File: src/rtl/sha4r_pkg.sv
package sha4r_pkg;

    localparam int WORD_W = 32;
    localparam int LANES  = 4;
    localparam int QUAD_W = WORD_W * LANES;
    localparam int CNT_W  = $clog2(LANES);

    typedef logic [WORD_W-1:0]            word_t;
    typedef logic [LANES-1:0][WORD_W-1:0] quad_t;

    typedef enum logic [1:0] {
        ST_IDLE = 2'd0,
        ST_RUN  = 2'd1,
        ST_DONE = 2'd2
    } state_t;

    function automatic word_t rotr(input word_t v, input int n);
        return (v >> n) | (v << (WORD_W - n));
    endfunction

    function automatic word_t big_sigma0(input word_t v);
        return rotr(v, 2) ^ rotr(v, 13) ^ rotr(v, 22);
    endfunction

    function automatic word_t big_sigma1(input word_t v);
        return rotr(v, 6) ^ rotr(v, 11) ^ rotr(v, 25);
    endfunction

    function automatic word_t choose(input word_t s, input word_t p, input word_t q);
        return (s & p) | (~s & q);
    endfunction

    function automatic word_t majority(input word_t p, input word_t q, input word_t r);
        return (p & q) | (p & r) | (q & r);
    endfunction

endpackage

File: src/rtl/sha4r_round.sv
module sha4r_round
    import sha4r_pkg::*;
(
    input  quad_t x_in,
    input  quad_t y_in,
    input  word_t k_in,
    output quad_t x_out,
    output quad_t y_out
);

    word_t t_sum;
    word_t x_top;
    word_t y_top;

    always_comb begin
        t_sum = y_in[LANES-1] + big_sigma1(y_in[0])
              + choose(y_in[0], y_in[1], y_in[2]) + k_in;
        x_top = x_in[LANES-1] + t_sum;
        y_top = t_sum + big_sigma0(x_in[0]) + majority(x_in[0], x_in[1], x_in[2]);
    end

    // Lanes move up by one; the two fresh words cross halves into lane 0.
    for (genvar i = 1; i < LANES; i++) begin : g_shift
        assign x_out[i] = x_in[i-1];
        assign y_out[i] = y_in[i-1];
    end
    assign x_out[0] = y_top;
    assign y_out[0] = x_top;

endmodule

File: src/rtl/sha4r_fsm.sv
module sha4r_fsm
    import sha4r_pkg::*;
(
    input  logic             clk,
    input  logic             rst,
    input  logic             start,
    output logic             load,
    output logic             step,
    output logic             done,
    output logic             busy,
    output logic [CNT_W-1:0] rnd
);

    localparam logic [CNT_W-1:0] LAST = CNT_W'(LANES - 1);

    state_t           state_q, state_d;
    logic [CNT_W-1:0] rnd_q, rnd_d;

    always_ff @(posedge clk) begin
        if (rst) begin
            state_q <= ST_IDLE;
            rnd_q   <= '0;
        end else begin
            state_q <= state_d;
            rnd_q   <= rnd_d;
        end
    end

    always_comb begin
        state_d = state_q;
        rnd_d   = rnd_q;
        unique case (state_q)
            ST_IDLE: begin
                if (start) begin
                    state_d = ST_RUN;
                    rnd_d   = '0;
                end
            end
            ST_RUN: begin
                if (rnd_q == LAST) begin
                    state_d = ST_DONE;
                end else begin
                    rnd_d = rnd_q + 1'b1;
                end
            end
            ST_DONE: state_d = ST_IDLE;
            default: state_d = ST_IDLE;
        endcase
    end

    always_comb begin
        load = (state_q == ST_IDLE) && start;
        step = (state_q == ST_RUN);
        done = (state_q == ST_DONE);
        busy = (state_q != ST_IDLE);
        rnd  = rnd_q;
    end

endmodule

File: src/rtl/sha256_quad_round.sv
module sha256_quad_round
    import sha4r_pkg::*;
(
    input  logic              clk,
    input  logic              rst,
    input  logic              start,
    input  logic              part2,
    input  logic [QUAD_W-1:0] dst_in,
    input  logic [QUAD_W-1:0] src_in,
    input  logic [QUAD_W-1:0] wk_in,
    output logic              done,
    output logic [QUAD_W-1:0] result
);

    logic             load;
    logic             step;
    logic             busy;
    logic [CNT_W-1:0] rnd;

    quad_t x_q, y_q, k_q;
    quad_t x_nx, y_nx;
    logic  mode_q;

    sha4r_fsm u_fsm (
        .clk   (clk),
        .rst   (rst),
        .start (start),
        .load  (load),
        .step  (step),
        .done  (done),
        .busy  (busy),
        .rnd   (rnd)
    );

    sha4r_round u_round (
        .x_in  (x_q),
        .y_in  (y_q),
        .k_in  (k_q[rnd]),
        .x_out (x_nx),
        .y_out (y_nx)
    );

    always_ff @(posedge clk) begin
        if (rst) begin
            x_q    <= '0;
            y_q    <= '0;
            k_q    <= '0;
            mode_q <= 1'b0;
        end else if (load) begin
            mode_q <= part2;
            x_q    <= part2 ? src_in : dst_in;
            y_q    <= part2 ? dst_in : src_in;
            k_q    <= wk_in;
        end else if (step) begin
            x_q <= x_nx;
            y_q <= y_nx;
        end
    end

    assign result = mode_q ? y_q : x_q;

endmodule

File: config.mk
export PLATFORM = sky130hd
export DESIGN_NAME = sha256_quad_round
export DESIGN_NICKNAME = d
export VERILOG_FILES = /design/src/rtl/sha4r_pkg.sv /design/src/rtl/sha4r_round.sv /design/src/rtl/sha4r_fsm.sv /design/src/rtl/sha256_quad_round.sv
export SDC_FILE = /design/constraint.sdc
export NUM_CORES = 2
export LEC_CHECK = 0
export BUFFER_PORTS_ARGS = -buffer_cell sky130_fd_sc_hd__buf_2
export CAP_MARGIN = 10
export CORE_UTILIZATION = 62
export DETAILED_ROUTE_END_ITERATION = 10
export PLACE_DENSITY = 0.95
export SLEW_MARGIN = 20
export SYNTH_ARGS = -nofsm -noshare
export SYNTH_HDL_FRONTEND = slang
export SYNTH_SLANG_ARGS = --single-unit
export TNS_END_PERCENT = 1
File: constraint.sdc
create_clock -name clk -period 12 [get_ports clk]
set_input_delay 2.4 -clock clk [delete_from_list [all_inputs] [get_ports clk]]
set_output_delay 2.4 -clock clk [all_outputs]
set_load 0.01 [all_outputs]
==> impl_metrics.csv <==
group,metric,value,unit
run_status,status,"finished clean",
global_route,grt_start_max_net_pins,185,
synth,top_cells_by_area_in_the_synthesized_netlist,"dfxtp_1 (28%), mux2i_1 (8.4%), fa_1 (6.7%), mux2_2 (6.0%), a221oi_1 (5.8%)",
floorplan,core.rowCount,77,
timing,tightest_slew,1.20,ns
worst_setup_path,worst-r2r-setup-slack,4.12,ns
synth,yosys_reg_bits,389,
worst_setup_path,worst_r2r_startpoint,"y_q[26]",
cts,cts_num_sinks,389,
place,place.port_buffers,516,
timing,final.setup_skew,0.0276,ns
worst_setup_path,crit_arrival,8.35,ns
synth,synth_largest_type_area_fraction,27.6,%
cts,ctsResizeCount,0,
routing,detailedRoute.firstPassIterationCount,10,
synth,yosys_most_used_dff,"dfxtp_1",
global_route,number_of_antenna_violations_at_the_first_check_in_global_routing,10,
worst_setup_path,critical_path.startpoint_type,"flip-flop",
cts,cts-hold-fix-buffers,0,
cts,number_of_cts_inserted_buffers,42,
floorplan,die_width,215,um
cts,cts_tree,"yes",
synth,post_synth_num_cell_types,64,
cts,clock-root-buffer,"clkbuf_16",
timing,timing.setup.tns,0,ns
place,placement.cell_area,30800,um^2
worst_setup_path,crit_path_top_delay_cell,"dfxtp_1",
routing,detail_route.drc_violations,0,
floorplan,io_pins,517,
synth,synthesis.nets,3917,
cts,cts_buffer_depth,3,
worst_setup_path,reg2reg_depth,28,
routing,vias_per_cell,6.61,
worst_setup_path,crit_path_frequent_cell,"a21oi_1",
routing,wl,106000,um
timing,max_freq,0.127,GHz
cells_and_area,finalNonFillerCells,4277,
worst_setup_path,timing.setup.critical_path_class,"flip-flop to flip-flop",
worst_setup_path,setup.worst_path.start,"y_q[26]",
cts,clock_pin_transition_on_the_worst_setup_and_hold_timing_paths,0.06,ns
cts,post_cts_buffers,0,
worst_setup_path,slowest_delay,0.55,ns
worst_setup_path,critPathCaptureType,"flip-flop",
synth,synthesis.area_per_instance,8.46,um^2
cells_and_area,layout-drive-gt1-share,21.9,%
routing,dr.first_iter.drc_count,3858,
worst_setup_path,critical_path.max_fanout,7,
synth,seq_area_frac_synth,27.6,%
timing,hold_viol_final,0,
floorplan,die_h,215,um
cells_and_area,final_area,32300,um^2
global_route,grt_first_pass_wirelength,157000,um
synth,synth_area,28300,um^2
worst_setup_path,r2r_end,"x_q[31]",
min_path,hold_path_class,"flip-flop to flip-flop",
timing,finalSetupViolations,0,
worst_setup_path,cp_data_required_time,12.47,ns
global_route,first_global_vias,26500,
global_route,grt.overflow.total,0,
flow_run,maxCapViolCount,0,
synth,synth_enable_flop_cells,0,
timing,final_max_slew_viols,0,
synth,yosys.area.top_type,"dfxtp_1",
routing,final_antenna_net_count,0,
timing,worst_slew_margin_rel,19.8,%
cells_and_area,synthToLayoutAreaGrowth,14.2,%
min_path,hold_start,"k_q[116]",
floorplan,initial_utilization,63.3,%
timing,min_period,7.88,ns
place,post-dp-hpwl,78200,um
timing,final_min_period_over_clock_period,65.7,%
global_route,total_routing_resource_utilization_after_global_routing,44.2,%
synth,yosysMostFrequentCell,"nor2_1",
timing,hold_ws,0.450,ns
floorplan,dieArea,46400,um^2
floorplan,core_area,44600,um^2
routing,drt-wirelength-per-cell,24.7,um
synth,synthesis.yosys.warnings,0,
synth,ys_top_cells_by_count,"nor2_1 (429), dfxtp_1 (389), nand2_1 (375)",
place,routabilityCongestion,1.06,
cts,cts_htree_levels,2,
place,dp.cells,4194,
cells_and_area,nNetsFinal,4222,
synth,synth_cells,3341,
worst_setup_path,worst_setup_path_endpoint,"x_q[31]",
routing,dr_total_vias,28300,
timing,grt_setup_unrepaired,"no",
cts,clock_latency_on_the_worst_skew_pair,0.59,ns
synth,postSynth.asyncResetShare,0,%
-- critical path: cells and delay by family (launching register included) --
| family | cells | cell delay (ns) |
|---|---|---|
| xor gates and xnor gates | 4 | 0.77 |
| and+or+nand+nor | 1 | 0.11 |
| DFF | 1 | 0.55 |
| adders and majority gates | 6 | 2.53 |
| AOI/OAI and AO/OA | 17 | 3.80 |
-- how the worst min path moves through the flow --
stage / depth (start not counted) / endpoint
2_1_floorplan: 2 / k_q[64]
3_3_place_gp: 2 / k_q[78]
3_5_place_dp: 2 / k_q[116]
4_1_cts: 2 / k_q[116]
5_1_grt: 2 / k_q[94]
6_report: 2 / k_q[116]
-- through the flow --
stage	setup slack (ns)	util [%]
detailed placement	4.24	69.0
CTS	4.21	72.3
global route	3.58	72.3
floorplan	4.87	-
global placement	4.34	69.0
finish	4.12	72.3
-- layout by cell type, fill, tap and decap left out, types with 7 or more instances in the layout --
master | netlist | final
nor3_1 | 17 | 17
o21ai_0 | 57 | 57
clkbuf_1 | 259 | 10
o21bai_1 | 14 | 14
ha_1 | 93 | 93
bufinv_16 | 0 | 7
a31oi_1 | 11 | 11
a21oi_1 | 237 | 237
a221oi_1 | 188 | 188
nand2b_1 | 12 | 11
mux2_2 | 151 | 151
a311oi_1 | 27 | 27
and3_1 | 10 | 10
nand3_1 | 17 | 17
nor2_1 | 429 | 428
buf_4 | 3 | 27
diode_2 | 0 | 7
inv_1 | 172 | 172
a211oi_1 | 74 | 74
maj3_1 | 22 | 22
buf_2 | 1 | 514
nand2_1 | 375 | 374
xnor2_1 | 165 | 165
o21a_1 | 16 | 16
dfxtp_1 | 389 | 387
fa_1 | 95 | 95
xor2_1 | 49 | 49
mux4_2 | 32 | 32
mux2i_1 | 237 | 237
nor2b_1 | 38 | 37
o211ai_1 | 9 | 9
a21o_1 | 49 | 49
clkbuf_16 | 0 | 43
-- routing by layer --
layer,wire [um],GRT usage [%],share of wire (%)
met3,15000,14.5,14
met5,11,0,0.010
met2,44900,66.3,42
met1,38700,55.7,37
met4,7040,24.7,6.7
-- cell families after synthesis --
kind of cell / count (synthesis) / share of synthesized area, %
AOI/OAI and AO/OA: 728 / 17.8
xor gates and xnor gates: 214 / 6.63
adders and majority gates: 210 / 11.6
buffers and inverters: 456 / 6.13
DFF: 389 / 27.6
muxes: 420 / 17.0
and+or+nand+nor: 924 / 13.2
-- state kept, by name, summed over array words and instances, names as in the netlist --
signal,count
k_q,128
mode_q,1
u_fsm.rnd,2
u_fsm.state_q,2
x_q,128
y_q,128
-- cell type report --
type,instances,area (um^2)
inverters,172,646
clock buffers,59,1200
multi-input cells,2496,18800
repair buffers,545,2840
well taps,592,741
diodes,7,17.5
flip-flops and latches,389,7790
fillers,3172,12300
clock inverters,17,274
Power is left out: the tool's default activity adds up to more than one toggle a clock period on the data nets, which glitch-free logic cannot reach.
